<file path="src/rtl/jtag_wrap_pkg.sv">
package jtag_wrap_pkg;

  typedef enum logic [2:0] {
    PH_WAIT,
    PH_SEL_DR,
    PH_SEL_IR,
    PH_CAPTURE,
    PH_SHIFT_ENTER,
    PH_SHIFT,
    PH_UPDATE,
    PH_IDLE
  } scan_phase_e;

endpackage

</file>
<file path="src/rtl/jtag_tck_gen.sv">
module jtag_tck_gen #(
  parameter int DIV_W = 8
) (
  input  logic             clk_i,
  input  logic             rst_ni,
  input  logic             run_i,
  input  logic [DIV_W-1:0] div_i,
  output logic             tck_o,
  output logic             rise_o,
  output logic             fall_o
);

  logic [DIV_W-1:0] cnt_q;
  logic             tck_q;
  logic             hit;

  assign hit    = run_i && (cnt_q == div_i);
  assign rise_o = hit && !tck_q;
  assign fall_o = hit && tck_q;
  assign tck_o  = tck_q;

  always_ff @(posedge clk_i or negedge rst_ni) begin
    if (!rst_ni) begin
      cnt_q <= '0;
      tck_q <= 1'b0;
    end else if (!run_i) begin
      cnt_q <= '0;
      tck_q <= 1'b0;
    end else if (hit) begin
      cnt_q <= '0;
      tck_q <= ~tck_q;
    end else begin
      cnt_q <= cnt_q + 1'b1;
    end
  end

endmodule

</file>
<file path="src/rtl/jtag_chain_calc.sv">
module jtag_chain_calc #(
  parameter int MAX_DEV = 4,
  parameter int IRL_W   = 4,
  parameter int LEN_W   = 6,
  parameter int CNT_W   = 7,
  parameter int DEV_W   = 3
) (
  input  logic [DEV_W-1:0]         dev_cnt_i,
  input  logic [DEV_W-1:0]         target_i,
  input  logic [MAX_DEV*IRL_W-1:0] ir_len_i,
  input  logic                     is_ir_i,
  input  logic [LEN_W-1:0]         len_i,
  output logic [CNT_W-1:0]         pre_o,
  output logic [CNT_W-1:0]         total_o
);

  logic [CNT_W-1:0] seg [MAX_DEV];

  // segment length per chain position: absent, target, IR pad or bypass bit
  for (genvar g = 0; g < MAX_DEV; g++) begin : g_seg
    assign seg[g] = (DEV_W'(g) >= dev_cnt_i) ? '0 :
                    (DEV_W'(g) == target_i)  ? CNT_W'(len_i) :
                    is_ir_i                  ? CNT_W'(ir_len_i[g*IRL_W +: IRL_W]) :
                                               CNT_W'(1);
  end

  always_comb begin
    pre_o   = '0;
    total_o = '0;
    for (int d = 0; d < MAX_DEV; d++) begin
      total_o = total_o + seg[d];
      if (DEV_W'(d) < target_i) pre_o = pre_o + seg[d];
    end
  end

endmodule

</file>
<file path="src/rtl/jtag_scan_seq.sv">
module jtag_scan_seq
  import jtag_wrap_pkg::*;
#(
  parameter int MAX_LEN = 32,
  parameter int LEN_W   = 6,
  parameter int CNT_W   = 7,
  parameter int DIV_W   = 8,
  parameter int IDX_W   = 5
) (
  input  logic               clk_i,
  input  logic               rst_ni,
  input  logic               start_i,
  input  logic               is_ir_i,
  input  logic [LEN_W-1:0]   len_i,
  input  logic [MAX_LEN-1:0] tdi_i,
  input  logic [MAX_LEN-1:0] exp_i,
  input  logic [MAX_LEN-1:0] mask_i,
  input  logic [CNT_W-1:0]   pre_i,
  input  logic [CNT_W-1:0]   total_i,
  input  logic [DIV_W-1:0]   div_i,
  input  logic               rise_i,
  input  logic               fall_i,
  input  logic               tdo_i,
  output logic               busy_o,
  output logic [DIV_W-1:0]   div_o,
  output logic               tms_o,
  output logic               tdi_o,
  output logic               done_o,
  output logic [MAX_LEN-1:0] rsp_tdo_o,
  output logic               mismatch_o
);

  localparam logic [CNT_W-1:0] CntOne = CNT_W'(1);

  scan_phase_e        phase_q;
  logic [CNT_W-1:0]   cnt_q, pre_q, total_q, len_q;
  logic               is_ir_q, mis_q, done_q;
  logic [DIV_W-1:0]   div_q;
  logic [MAX_LEN-1:0] tdi_q, exp_q, mask_q, cap_q;
  logic               in_win, last_bit;
  logic [IDX_W-1:0]   idx;

  assign in_win   = (cnt_q >= pre_q) && (cnt_q < pre_q + len_q);
  assign idx      = IDX_W'(cnt_q - pre_q);
  assign last_bit = (cnt_q == total_q - CntOne);

  assign busy_o     = (phase_q != PH_WAIT);
  assign div_o      = div_q;
  assign done_o     = done_q;
  assign rsp_tdo_o  = cap_q;
  assign mismatch_o = mis_q;

  always_comb begin
    unique case (phase_q)
      PH_SEL_DR, PH_SEL_IR, PH_UPDATE: tms_o = 1'b1;
      PH_SHIFT:                        tms_o = last_bit;
      default:                         tms_o = 1'b0;
    endcase
  end

  // pad positions and non-shift steps drive 1
  assign tdi_o = (phase_q == PH_SHIFT && in_win) ? tdi_q[idx] : 1'b1;

  always_ff @(posedge clk_i or negedge rst_ni) begin
    if (!rst_ni) begin
      phase_q <= PH_WAIT;
      cnt_q   <= '0;
      pre_q   <= '0;
      total_q <= '0;
      len_q   <= '0;
      is_ir_q <= 1'b0;
      div_q   <= '0;
      tdi_q   <= '0;
      exp_q   <= '0;
      mask_q  <= '0;
      cap_q   <= '0;
      mis_q   <= 1'b0;
      done_q  <= 1'b0;
    end else begin
      done_q <= 1'b0;
      if (start_i) begin
        phase_q <= PH_SEL_DR;
        cnt_q   <= '0;
        pre_q   <= pre_i;
        total_q <= total_i;
        len_q   <= CNT_W'(len_i);
        is_ir_q <= is_ir_i;
        div_q   <= div_i;
        tdi_q   <= tdi_i;
        exp_q   <= exp_i;
        mask_q  <= mask_i;
        cap_q   <= '0;
        mis_q   <= 1'b0;
      end else begin
        if (rise_i && phase_q == PH_SHIFT && in_win) begin
          cap_q[idx] <= tdo_i;
          if (mask_q[idx] && (tdo_i != exp_q[idx])) mis_q <= 1'b1;
        end
        if (fall_i) begin
          unique case (phase_q)
            PH_SEL_DR:      phase_q <= is_ir_q ? PH_SEL_IR : PH_CAPTURE;
            PH_SEL_IR:      phase_q <= PH_CAPTURE;
            PH_CAPTURE:     phase_q <= PH_SHIFT_ENTER;
            PH_SHIFT_ENTER: begin
              phase_q <= PH_SHIFT;
              cnt_q   <= '0;
            end
            PH_SHIFT: begin
              if (last_bit) phase_q <= PH_UPDATE;
              else          cnt_q   <= cnt_q + CntOne;
            end
            PH_UPDATE:      phase_q <= PH_IDLE;
            PH_IDLE: begin
              phase_q <= PH_WAIT;
              done_q  <= 1'b1;
            end
            default: ;
          endcase
        end
      end
    end
  end

endmodule

</file>
<file path="src/rtl/jtag_chain_wrap.sv">
module jtag_chain_wrap #(
  parameter int MAX_DEV = 4,
  parameter int MAX_IR  = 8,
  parameter int MAX_LEN = 32,
  parameter int DIV_W   = 8,
  localparam int DEV_W  = $clog2(MAX_DEV + 1),
  localparam int IRL_W  = $clog2(MAX_IR + 1),
  localparam int LEN_W  = $clog2(MAX_LEN + 1),
  localparam int IDX_W  = $clog2(MAX_LEN),
  localparam int CNT_W  = $clog2(MAX_LEN + MAX_DEV * MAX_IR + 1)
) (
  input  logic                     clk_i,
  input  logic                     rst_ni,
  input  logic [DEV_W-1:0]         cfg_dev_cnt_i,
  input  logic [DEV_W-1:0]         cfg_target_i,
  input  logic [MAX_DEV*IRL_W-1:0] cfg_ir_len_i,
  input  logic [DIV_W-1:0]         cfg_div_i,
  input  logic                     req_valid_i,
  output logic                     req_ready_o,
  input  logic                     req_is_ir_i,
  input  logic [LEN_W-1:0]         req_len_i,
  input  logic [MAX_LEN-1:0]       req_tdi_i,
  input  logic [MAX_LEN-1:0]       req_exp_i,
  input  logic [MAX_LEN-1:0]       req_mask_i,
  output logic                     rsp_valid_o,
  output logic [MAX_LEN-1:0]       rsp_tdo_o,
  output logic                     rsp_mismatch_o,
  output logic                     tck_o,
  output logic                     tms_o,
  output logic                     tdi_o,
  input  logic                     tdo_i
);

  logic             busy, start, rise, fall;
  logic [CNT_W-1:0] pre, total;
  logic [DIV_W-1:0] div_run;

  assign req_ready_o = !busy;
  assign start       = req_valid_i && !busy;

  jtag_chain_calc #(
    .MAX_DEV (MAX_DEV),
    .IRL_W   (IRL_W),
    .LEN_W   (LEN_W),
    .CNT_W   (CNT_W),
    .DEV_W   (DEV_W)
  ) i_calc (
    .dev_cnt_i (cfg_dev_cnt_i),
    .target_i  (cfg_target_i),
    .ir_len_i  (cfg_ir_len_i),
    .is_ir_i   (req_is_ir_i),
    .len_i     (req_len_i),
    .pre_o     (pre),
    .total_o   (total)
  );

  jtag_scan_seq #(
    .MAX_LEN (MAX_LEN),
    .LEN_W   (LEN_W),
    .CNT_W   (CNT_W),
    .DIV_W   (DIV_W),
    .IDX_W   (IDX_W)
  ) i_seq (
    .clk_i      (clk_i),
    .rst_ni     (rst_ni),
    .start_i    (start),
    .is_ir_i    (req_is_ir_i),
    .len_i      (req_len_i),
    .tdi_i      (req_tdi_i),
    .exp_i      (req_exp_i),
    .mask_i     (req_mask_i),
    .pre_i      (pre),
    .total_i    (total),
    .div_i      (cfg_div_i),
    .rise_i     (rise),
    .fall_i     (fall),
    .tdo_i      (tdo_i),
    .busy_o     (busy),
    .div_o      (div_run),
    .tms_o      (tms_o),
    .tdi_o      (tdi_o),
    .done_o     (rsp_valid_o),
    .rsp_tdo_o  (rsp_tdo_o),
    .mismatch_o (rsp_mismatch_o)
  );

  jtag_tck_gen #(
    .DIV_W (DIV_W)
  ) i_tck (
    .clk_i  (clk_i),
    .rst_ni (rst_ni),
    .run_i  (busy),
    .div_i  (div_run),
    .tck_o  (tck_o),
    .rise_o (rise),
    .fall_o (fall)
  );

endmodule

</file>
<file path="config.mk">
export PLATFORM = sky130hd
export DESIGN_NAME = jtag_chain_wrap
export DESIGN_NICKNAME = d
export VERILOG_FILES = /design/src/rtl/jtag_wrap_pkg.sv /design/src/rtl/jtag_tck_gen.sv /design/src/rtl/jtag_chain_calc.sv /design/src/rtl/jtag_scan_seq.sv /design/src/rtl/jtag_chain_wrap.sv
export SDC_FILE = /design/constraint.sdc
export NUM_CORES = 1
export LEC_CHECK = 0
export ABC_AREA = 1
export BUFFER_PORTS_ARGS = -buffer_cell sky130_fd_sc_hd__buf_2
export CAP_MARGIN = 10
export CORE_MARGIN = 1.5
export CORE_UTILIZATION = 45
export DETAILED_ROUTE_END_ITERATION = 16
export HOLD_SLACK_MARGIN = 0.12
export PLACE_DENSITY_LB_ADDON = 0.12
export SYNTH_ARGS = -nofsm -noshare
export SYNTH_HDL_FRONTEND = slang
export SYNTH_HIERARCHICAL = 1
export SYNTH_SLANG_ARGS = --single-unit
export TNS_END_PERCENT = 50
</file>
<file path="constraint.sdc">
create_clock -name clk_i -period 4.95 [get_ports clk_i]
set_input_delay 0.2475 -clock clk_i [delete_from_list [all_inputs] [get_ports clk_i]]
set_output_delay 0.2475 -clock clk_i [all_outputs]
set_load 0.005 [all_outputs]
</file>
==> results of run 1 <==
==> sequential cells by signal, summed over array words and instances (netlist names) <==
| register | count |
|---|---|
| i_seq/pre_q | 7 |
| i_seq/total_q | 7 |
| i_tck/tck_o | 1 |
| i_seq/phase_q | 3 |
| i_seq/len_q | 6 |
| i_seq/exp_q | 32 |
| i_seq/mismatch_o | 1 |
| i_seq/mask_q | 32 |
| i_tck/cnt_q | 8 |
| i_seq/tdi_q | 32 |
| i_seq/cnt_q | 7 |
| i_seq/done_o | 1 |
| i_seq/rsp_tdo_o | 32 |
| i_seq/is_ir_q | 1 |
| i_seq/div_o | 8 |
==> worst paths after layout <==
kind	endpoint	start	slack [ps]
min	i_seq/len_q[3]	req_len_i[3]	150
max in group asynchronous	i_seq/tdi_q[28]	rst_ni	3520
max	i_seq/pre_q[6]	req_len_i[1]	870
max reg2reg	i_seq/rsp_tdo_o[18]	i_seq/pre_q[0]	1250
min reg2reg	i_seq/is_ir_q	i_seq/is_ir_q	470
min in group asynchronous	i_seq/div_o[4]	rst_ni	340
==> cell usage in the layout, fill, tap and decap left out, drive strengths merged, types with 3 or more instances in the layout <==
cell type	Yosys	layout
dfrtp	178	178
clkinvlp	0	6
dlygate4sd3	0	111
a21oi	44	44
nand4	8	8
o22ai	14	14
o31ai	8	8
xnor2	13	13
or2	5	5
clkinv	3	5
nand2	625	625
nand3	71	71
inv	205	210
nor4	3	3
a21boi	4	4
fa	16	16
clkbuf	28	19
nand3b	4	4
a31oi	3	3
nor2	132	132
ha	45	45
o21ai	108	108
a211oi	5	5
buf	21	182
xor2	16	16
nor3	19	19
==> per-stage QoR <==
stage / cell area [sq um] / setup WS, ps / cells
2_1_floorplan: 11300 / 1180 / 1588
3_3_place_gp: 12400 / 631 / 2045
3_5_place_dp: 12400 / 541 / 2045
4_1_cts: 14100 / 939 / 2188
5_1_grt: 14100 / 350 / 2188
6_report: 14100 / 867 / 2188
==> worst reg2reg max path, cell delays in order (launching register included) <==
cell     delay [ps]
dfrtp_1         400
ha_1            240
fa_1            410
a21oi_1         140
o21ai_0         140
a21o_1          180
a21oi_1         140
xor2_1          200
ha_1            270
a21oi_1         140
o21ai_0          90
a21oi_1         340
nand3_4         260
nor2_4          290
nand3_1         160
o21ai_1         150
inv_1            50
==> final cells by class <==
type	instances	area [sq um]
clock buffer	19	433
clock inverter	13	124
sequential	178	4450
timing repair buffer	293	2060
tap	324	405
multi-input combinational	1153	5800
fill	2325	10400
inverter	208	782
==> metal layers <==
layer  GRT usage  routed length (um)
met1       0.336               14900
met2       0.402               14200
met3      0.0254                 961
met4      0.0665                 449
met5           0                   0
==> cells by family after synthesis <==
kind of cell,Yosys count,share of synthesized area
AOI/OAI and AO/OA,193,0.0939
xor gates and xnor gates,29,0.0232
adders and majority gates,61,0.0784
buffers and inverters,257,0.0902
DFF,178,0.396
other,1,0.000333
and+or+nand+nor,868,0.318
==> timing repair <==
item | in CTS | in global routing
hold endpoints to repair | 288 | 0
hold buffers | 111 | 0
setup endpoints to repair | 0 | 0
==> power groups by stage <==
stage                     registers (mW)  logic [mW]  clock network, mW
final                               2.29        3.65               1.29
after CTS                           2.29        3.66               1.33
after global placement              2.30        3.51                  0
after detailed placement            2.32        3.56                  0
after global routing                2.36        4.19               1.38
after floorplan                     2.25        2.69                  0
==> run_results.csv, run 1 <==
group,metric,value,unit
synthesis,async_flop_share,1.00,
timing,fin_skew,13.7,ps
synthesis,syn_area,11300,sq um
pwr,power_frac_clock,0.178,
worst_setup_path,worst-path-stages,31,
floorplan,io-pin-count,175,
synthesis,yosysMostFrequentCell,"nand2_1",
drt,vias,10681,
worst_setup_path,worst_path_max_delay_cell,"dlygate4sd3_1",
synthesis,synth_edf_count,0,
clock_tree,htreeDepth,4,
timing,fin_crit,4080,ps
worst_setup_path,end_kind,"flip-flop",
clock_tree,cts_num_sinks,178,
pwr,leakage,7.64,nW
drt,drtIter0Drc,654,
worst_setup_path,worstPathBufferInverterCount,4,
synthesis,synth_top_area_share,0.396,
pwr,fin_total_pwr,7.23,mW
synthesis,synth_common_cells,"614 x nand2_1, 193 x inv_1, 178 x dfrtp_1",
pwr,pwr-share-comb,0.505,
drt,route.detailed.drc,0,
global_routing,antenna_found_initial,0,
cells_and_area,antenna_cells,0,
timing,fin_crit_sh,0.825,
global_routing,grt_pass1_vias,10486,
worst_hold_path,holdPathStages,3,
placement,hpwl,20.8,mm
drt,post_drt_wl_per_cell,14.0,um
clock_tree,cts_made_buffers,17,
cells_and_area,fin_nets,2049,
floorplan,num_rows,57,
global_routing,grt_start_max_net_pins,179,
flow_run,drv_cap,0,
worst_setup_path,critPathRequiredTime,5220,ps
pwr,p_per_area,514,nW/um^2
run_status,status,"finished, final reports clean",
synthesis,ys_top_cells_by_area,"dfrtp_1 40%, nand2_1 20%, inv_1 6.4%, ha_1 5.0%, o21ai_0 4.0%",
pwr,switchingPower,3.33,mW
timing,fmax,245,MHz
clock_tree,clockRootBuffer,"clkbuf_16",
clock_tree,cts_resized,0,
global_routing,grtUsageTotal,0.242,
clock_tree,clk_pin_slew,70,ps
timing,hold_viol,0,
floorplan,core-area,24500,sq um
floorplan,die_w,161,um
clock_tree,clk_latency,430,ps
synthesis,ys_seq_elements,178,
pwr,ir_drop,0.303,mV
timing,finalSetupViolCount,0,
synthesis,yosys_warnings,6,
timing,final.setup.tns,0,ps
synthesis,syn_avg_cell_area,7.10,sq um
timing,slew_headroom,0.167,
pwr,p_int,3.90,mW
worst_setup_path,cp.arrival,4350,ps
timing,tightest_slew,1250,ps
synthesis,synth-main-ff-cell,"dfrtp_1",
synthesis,yosysTopAreaCell,"dfrtp_1",
timing,rsz0062_at_grt,"false",
pwr,p_sw_frac,0.461,
placement,gp_congestion,0.910,
drt,wl,30.6,mm
cells_and_area,utilization,0.575,
worst_setup_path,ff2ff_path_depth,16,
timing,fin_hold_ws,150,ps
floorplan,die_h,161,um
cells_and_area,area_growth_syn_to_layout,24.8,%
global_routing,overflow,0,
floorplan,die_area,26000,sq um
drt,routed_via_density,4.88,
floorplan,start_util,0.460,
synthesis,synth_cell_type_count,47,
synthesis,syn-instance-count,1587,
worst_setup_path,slowest_delay,520,ps
worst_hold_path,hold_class,"input pin to flip-flop",
synthesis,synth_sequential_area_ratio,0.396,
timing,timing.final.max_slew_violations,0,
placement,port_buffers,174,
drt,antenna_left,0,
pwr,power_frac_seq,0.317,
worst_setup_path,crit_type,"input pin to flip-flop",
worst_setup_path,critPathTopFamily,"simple AND/OR/NAND/NOR gates",
clock_tree,cts_tree,"yes",
cells_and_area,drive_gt1_frac,0.141,
worst_setup_path,crit_path_start_kind,"input pin",
global_routing,grt_pass1_wl,50.7,mm
drt,dr.pass1.iters,4,
clock_tree,post_cts_buffers,0,
worst_setup_path,worstPathMaxFanout,4,
clock_tree,max-clock-path-buffers,2,
worst_setup_path,crit_top_cell,"nand2_1",
Power figures use the tool's default switching activity.
==> run 2: changes to the inputs <==
--- a/config.mk
+++ b/config.mk
@@ -5,7 +5,7 @@
 export SDC_FILE = /design/constraint.sdc
 export NUM_CORES = 1
 export LEC_CHECK = 0
-export ABC_AREA = 1
+export ABC_AREA = 0
 export BUFFER_PORTS_ARGS = -buffer_cell sky130_fd_sc_hd__buf_2
 export CAP_MARGIN = 10
 export CORE_MARGIN = 1.5
==> constraint.sdc (replaced) <==
create_clock -name clk_i -period 3.5 [get_ports clk_i]
set_input_delay 0.175 -clock clk_i [delete_from_list [all_inputs] [get_ports clk_i]]
set_output_delay 0.175 -clock clk_i [all_outputs]
set_load 0.005 [all_outputs]
==> run 2 against run 1 <==
The flow now finishes with violations (setup timing). Critical endpoint unchanged. Cell area up 10%. Combinational power grew 57%. Routed wire length down 0.31%. Worst hold slack better by 7.4 ps. Critical path depth is 6 lower. Synthesized area down 0.88%.
==> run_results.csv, run 2 <==
group,metric,value,unit
run_status,status,"complete, but fails checks",
run_status,violations,"setup timing",
synthesis,synth_compound_gate_area_share,0.123,
cells_and_area,regArea,4450,sq um
cells_and_area,drive_gt1_frac,0.440,
clock_tree,cts_num_sinks,178,
synthesis,synth_fa_ha_area_frac,0.0791,
worst_setup_path,slowest_delay,430,ps
placement,port_buffers,174,
cells_and_area,nFillCells,1938,
cells_and_area,most-common-layout-cells,"178 x dfrtp_1, 171 x buf_2, 151 x buf_4",
timing,timing.final.max_slew_violations,0,
floorplan,die_w,160,um
global_routing,grt_start_max_net_pins,105,
timing,fin_crit,3960,ps
synthesis,yosysMostFrequentCell,"dfrtp_1",
clock_tree,clk_pin_slew,70,ps
clock_tree,cts_tree,"yes",
timing,hold_viol,0,
timing,setup_ws,-460,ps
clock_tree,htreeDepth,4,
worst_setup_path,cp.arrival,4280,ps
cells_and_area,mostFrequentLayoutCell,"dfrtp_1",
pwr,p_per_area,723,nW/um^2
cells_and_area,multiInputGateArea,6510,sq um
worst_setup_path,r2r_setup_slack,210,ps
synthesis,ys_seq_elements,178,
pwr,leakage,7.33,nW
timing,fin_skew,16.7,ps
worst_setup_path,worst_path_max_delay_cell,"or3b_4",
worst_setup_path,r2r_start,"i_seq/pre_q[1]",
placement,gp_congestion,0.889,
global_routing,grt_pass1_wl,49.5,mm
global_routing,antenna_found_initial,0,
synthesis,async_flop_share,1.00,
worst_setup_path,worstPathMaxFanout,4,
cells_and_area,area_growth_syn_to_layout,38.6,%
floorplan,core-area,24300,sq um
worst_setup_path,r2r-end,"i_seq/rsp_tdo_o[6]",
timing,rsz0062_at_grt,"true",
pwr,ir_drop,0.508,mV
clock_tree,max-clock-path-buffers,2,
synthesis,syn-instance-count,1004,
pwr,fin_total_pwr,11.2,mW
worst_hold_path,holdPathStages,3,
drt,routed_via_density,5.30,
floorplan,io-pin-count,175,
worst_setup_path,ff2ff_path_depth,15,
global_routing,grtUsageTotal,0.243,
timing,tightest_slew,768,ps
placement,hpwl,20.9,mm
drt,antenna_left,0,
worst_hold_path,min_to,"i_seq/len_q[1]",
synthesis,synth_common_cells,"178 x dfrtp_1, 120 x mux2_2, 58 x a21oi_1, 58 x inv_1, 53 x nand2_1",
worst_hold_path,hp-start,"req_len_i[1]",
synthesis,ys_top_cells_by_area,"dfrtp_1 40%, mux2_2 12%, ha_1 5.0%, mux4_2 4.8%, fa_1 2.9%",
floorplan,die_area,25800,sq um
synthesis,synth_cell_type_count,80,
placement,dp_slack,-1010,ps
timing,fin_crit_sh,1.13,
synthesis,synth-main-ff-cell,"dfrtp_1",
synthesis,synthMuxAreaShare,0.185,
worst_setup_path,worstPathBufferInverterCount,2,
synthesis,yosys_warnings,6,
timing,finalSetupViolCount,4,
synthesis,synth-xor-area-share,0.0434,
floorplan,num_rows,57,
drt,dr.pass1.iters,7,
global_routing,grt_pass1_vias,9546,
clock_tree,clockRootBuffer,"clkbuf_16",
clock_tree,clk_latency,440,ps
drt,wl,30.5,mm
worst_setup_path,crit_path_start_kind,"input pin",
global_routing,overflow,0,
worst_hold_path,hold_class,"input pin to flip-flop",
clock_tree,cts_made_buffers,17,
drt,route.detailed.drc,0,
synthesis,synth_simple_gate_area_frac,0.121,
drt,post_drt_wl_per_cell,17.4,um
synthesis,synth_sequential_area_ratio,0.399,
cells_and_area,fin_nets,1612,
worst_setup_path,crit_type,"input pin to flip-flop",
synthesis,syn_area,11200,sq um
synthesis,syn_avg_cell_area,11.1,sq um
floorplan,start_util,0.459,
drt,drtIter0Drc,444,
floorplan,die_h,160,um
timing,fmax,253,MHz
worst_setup_path,end_kind,"flip-flop",
drt,vias,9285,
timing,slew_headroom,0.486,
flow_run,drv_cap,0,
worst_setup_path,critPathTopFamily,"compound AO/OA/AOI/OAI gates",
synthesis,synth_top_area_share,0.399,
synthesis,yosysTopAreaCell,"dfrtp_1",
worst_setup_path,crit_path_start,"cfg_target_i[1]",
synthesis,synth_top_family_by_area,"multiplexers",
worst_setup_path,critPathRequiredTime,3810,ps
synthesis,synth_edf_count,0,
cells_and_area,antenna_cells,0,
-- run 2: cell types whose count changed in the layout (fill, tap and decap cells not counted), moves of 14 or more --
cell     previous run  this run
inv_1             193        57
mux2_2              0       119
nand3_1            66        45
mux2i_1             0        15
and3_1              0        14
nand2_1           614        53
a21bo_2             0        23
o21ai_0            90        21
buf_4               7       151
xnor2_1            13        29
nor2_1            117        37
mux4_2              0        24
-- run 2: repair_timing --
item | 4_1_cts | 5_1_grt
cloned | 0 | 0
gates resized for setup | 41 | 41
endpoints found under the hold margin | 162 | 0
pin swaps | 22 | 40
hold buffers | 106 | 0
endpoints found under the setup margin | 5 | 39
buffers inserted | 20 | 17
-- run 2: per-layer routing --
layer  track usage  part of all wire
met4        0.0735             0.020
met3        0.0449             0.043
met2         0.399              0.48
met1         0.326              0.45
met5             0                 0
-- run 2: worst reg2reg max path: cells and delay by family, from the launching register on --
kind	cells	cell delay [ps]
buffers and inverters	1	200
XOR/XNOR	1	180
flip-flops	1	420
AND/OR/NAND/NOR	2	240
adder cells (fa/ha/maj)	2	570
AO/OA/AOI/OAI	9	1590
-- run 2: metrics by stage --
stage / setup TNS [ps] / cell area, sq um / cells / utilization / hold slack [ps]
after global routing: -2100 / 15500 / 1751 / 0.636 / 154
final: -1050 / 15500 / 1751 / 0.636 / 158
after CTS: -637 / 15200 / 1735 / 0.624 / 132
after global placement: -4380 / 13200 / 1578 / 0.542 / 207
after floorplan: -1800 / 11200 / 1005 / - / -121
after detailed placement: -4760 / 13200 / 1578 / 0.542 / 204
-- run 2: cell type report --
cell class,count,area share
clock inverter,14,0.0118
sequential,178,0.288
multi-input combinational,717,0.421
timing repair buffer,441,0.211
inverter,59,0.0145
clock buffer,18,0.0284
tap,324,0.0262
-- run 2: cells by family (layout without fill, tap and decap cells) --
| logic type | Yosys count | in the layout |
|---|---|---|
| DFF | 178 | 178 |
| muxes | 161 | 161 |
| buffers and inverters | 110 | 532 |
| other | 1 | 2 |
| adders and majority gates | 61 | 61 |
| and+or+nand+nor | 246 | 246 |
| AOI/OAI and AO/OA | 195 | 195 |
| xor gates and xnor gates | 52 | 52 |
-- run 2: power breakdown --
part	switching [mW]	internal, mW	leakage (nW)	total, mW
registers	0.553	2.94	2.23	3.49
logic	2.81	2.92	4.80	5.72
clock network	0.980	0.995	0.301	1.98
-- run 2: worst max-delay path by stage --
stage,endpoint,depth (start not counted)
2_1_floorplan,i_seq/pre_q[6],23
3_3_place_gp,i_seq/pre_q[6],23
3_5_place_dp,i_seq/pre_q[6],23
4_1_cts,i_seq/pre_q[6],23
5_1_grt,i_seq/pre_q[6],25
6_report,i_seq/pre_q[6],25
==> run 3: changes to the inputs <==
==> constraint.sdc (replaced) <==
create_clock -name clk_i -period 3.5 [get_ports clk_i]
set_input_delay 0.175 -clock clk_i [delete_from_list [all_inputs] [get_ports clk_i]]
set_output_delay 0.175 -clock clk_i [all_outputs]
set_load 0.02 [all_outputs]
==> run 3 against run 2 <==
The run still ends with setup timing left. Clock power down 3%. Clock skew up 11 ps. Cell area down 1.1%. Critical endpoint unchanged.
==> run_results.csv, run 3 (synthesis gave the netlist of run 2 again) <==
group,metric,value,unit
run_status,status,"complete, but fails checks",
run_status,violations,"setup timing",
worst_setup_path,cp.arrival,4220,ps
flow_run,drv_cap,0,
clock_tree,clk_pin_slew,80,ps
worst_setup_path,critPathRequiredTime,3810,ps
cells_and_area,nFillCells,1944,
pwr,leakage,7.27,nW
timing,finalSetupViolCount,4,
global_routing,grtUsageTotal,0.241,
timing,hold_viol,0,
cells_and_area,area_growth_syn_to_layout,37.1,%
worst_setup_path,r2r-end,"i_seq/rsp_tdo_o[0]",
timing,fin_crit_sh,1.12,
drt,routed_via_density,5.28,
drt,vias,9209,
cells_and_area,fin_nets,1605,
floorplan,die_h,160,um
timing,setup_ws,-407,ps
drt,drtIter0Drc,475,
timing,fmax,256,MHz
worst_setup_path,worst-path-stages,23,
pwr,p_sw_frac,0.395,
clock_tree,clk_latency,440,ps
placement,hpwl,21.1,mm
timing,tightest_slew,923,ps
timing,slew_headroom,0.380,
timing,rsz0062_at_grt,"true",
floorplan,io-pin-count,175,
placement,port_buffers,174,
worst_setup_path,worst_path_max_delay_cell,"or3b_4",
worst_setup_path,crit_path_start_kind,"input pin",
worst_setup_path,worstPathMaxFanout,6,
drt,antenna_left,0,
worst_setup_path,crit_end,"i_seq/pre_q[6]",
floorplan,num_rows,57,
clock_tree,htreeDepth,4,
cells_and_area,antenna_cells,0,
worst_setup_path,worstPathBufferInverterCount,2,
clock_tree,cts_num_sinks,178,
floorplan,die_w,160,um
drt,post_drt_wl_per_cell,17.2,um
worst_hold_path,hold_class,"input pin to flip-flop",
worst_setup_path,crit_chain,"buf_6, or3b_4, and3_2, a21oi_1, or2_2, inv_1, ha_4, o21ai_1, o31ai_1, xor2_1, and2_4, ha_4, a21oi_2, xor2_1, o22ai_1, ha_1, o21ai_2, a21oi_2, xnor2_2, o211a_1, or3_1, nand2_1, o21ai_1",
timing,timing.final.max_slew_violations,0,
worst_setup_path,crit_type,"input pin to flip-flop",
worst_setup_path,slowest_delay,450,ps
pwr,pwr-share-comb,0.523,
cells_and_area,layout.cells.non_filler,1744,
global_routing,grt_pass1_wl,49.5,mm
floorplan,core-area,24300,sq um
timing,fin_skew,27.8,ps
worst_setup_path,r2r_setup_slack,140,ps
clock_tree,cts_tree,"yes",
drt,dr.pass1.iters,5,
placement,dpl.cell_count,1587,
worst_setup_path,end_kind,"flip-flop",
pwr,power_frac_clock,0.170,
global_routing,antenna_found_initial,0,
drt,route.detailed.drc,0,
cells_and_area,drive_gt1_frac,0.423,
placement,gp_congestion,0.879,
pwr,ir_drop,0.401,mV
pwr,power_frac_seq,0.307,
worst_setup_path,r2r_start,"i_seq/len_q[1]",
global_routing,grt_start_max_net_pins,92,
pwr,p_per_area,740,nW/um^2
pwr,switchingPower,4.48,mW
timing,fin_crit,3910,ps
global_routing,overflow,0,
clock_tree,cts_made_buffers,17,
cells_and_area,utilization,0.629,
worst_setup_path,critPathTopFamily,"simple AND/OR/NAND/NOR gates",
cells_and_area,mostFrequentLayoutCell,"dfrtp_1",
clock_tree,clockRootBuffer,"clkbuf_16",
clock_tree,max-clock-path-buffers,2,
global_routing,grt_pass1_vias,9568,
pwr,p_int,6.85,mW
worst_setup_path,crit_path_start,"cfg_target_i[1]",
cells_and_area,most-common-layout-cells,"178 x dfrtp_1, 170 x buf_2, 142 x buf_4",
floorplan,die_area,25800,sq um
floorplan,start_util,0.459,
drt,wl,30.1,mm
worst_setup_path,ff2ff_path_depth,16,
run 3: changes by cell type in the layout (fill, tap and decap cells not counted), moves of 4 or more:
cell,delta
buf_4,-9
buf_6,+5
a21oi_1,+4
o21ai_0,+4
xnor2_2,-4
run 3: power by group through the flow:
stage | logic [mW] | clock network [mW] | registers, mW
2_1_floorplan | 3.84 | 0 | 3.49
3_3_place_gp | 5.39 | 0 | 3.48
3_5_place_dp | 5.49 | 0 | 3.51
4_1_cts | 5.80 | 1.98 | 3.48
5_1_grt | 6.47 | 2.06 | 3.60
6_report | 5.92 | 1.93 | 3.48
run 3: area by class of cell:
class,instances,area (sq um),share of cell area
multi-input cells,717,6400,0.418
flip-flops and latches,178,4450,0.291
repair buffers,434,3210,0.210
clock buffers,17,425,0.0278
well taps,324,405,0.0265
inverters,59,221,0.0145
clock inverters,15,183,0.0119
run 3: tightest hold or removal path: stages:
cell	delay, ps
buf_2	110
buf_4	130
mux2_2	140
run 3: repair_timing:
item                                    CTS  global route
gates resized for setup                  44            12
endpoints found under the setup margin    7            37
hold buffers                            105             0
setup buffers                            13             7
pin swaps                                23            26
endpoints found under the hold margin   162             0
run 3: worst min-delay path by stage:
stage                             from              to  depth (start not counted)
after detailed placement        rst_ni  i_seq/pre_q[6]                          1
after floorplan                 rst_ni  i_seq/cnt_q[0]                          0
after global placement          rst_ni  i_seq/pre_q[6]                          1
after global routing      req_len_i[2]  i_seq/len_q[2]                          3
final                     req_len_i[0]  i_seq/len_q[0]                          3
after CTS                 req_len_i[2]  i_seq/len_q[2]                          3
run 3: routing by layer:
metal	vias to the layer above	wire length (um)	global-route usage
li1	4421	-	-
met1	4535	14000	0.335
met2	212	14500	0.396
met3	41	1140	0.0377
met4	0	445	0.0599
met5	-	0	0
run 3: through the flow:
| step | cell area, sq um | worst slack, ps | hold WS, ps | setup TNS [ps] | power [mW] |
|---|---|---|---|---|---|
| after detailed placement | 13300 | -1060 | 213 | -5050 | 9.00 |
| final | 15300 | -407 | 153 | -1060 | 11.3 |
| after floorplan | 11200 | -728 | -121 | -1800 | 7.34 |
| after global placement | 13300 | -946 | 202 | -4410 | 8.88 |
| after CTS | 15200 | -337 | 129 | -991 | 11.3 |
| after global routing | 15300 | -605 | 143 | -2780 | 12.1 |
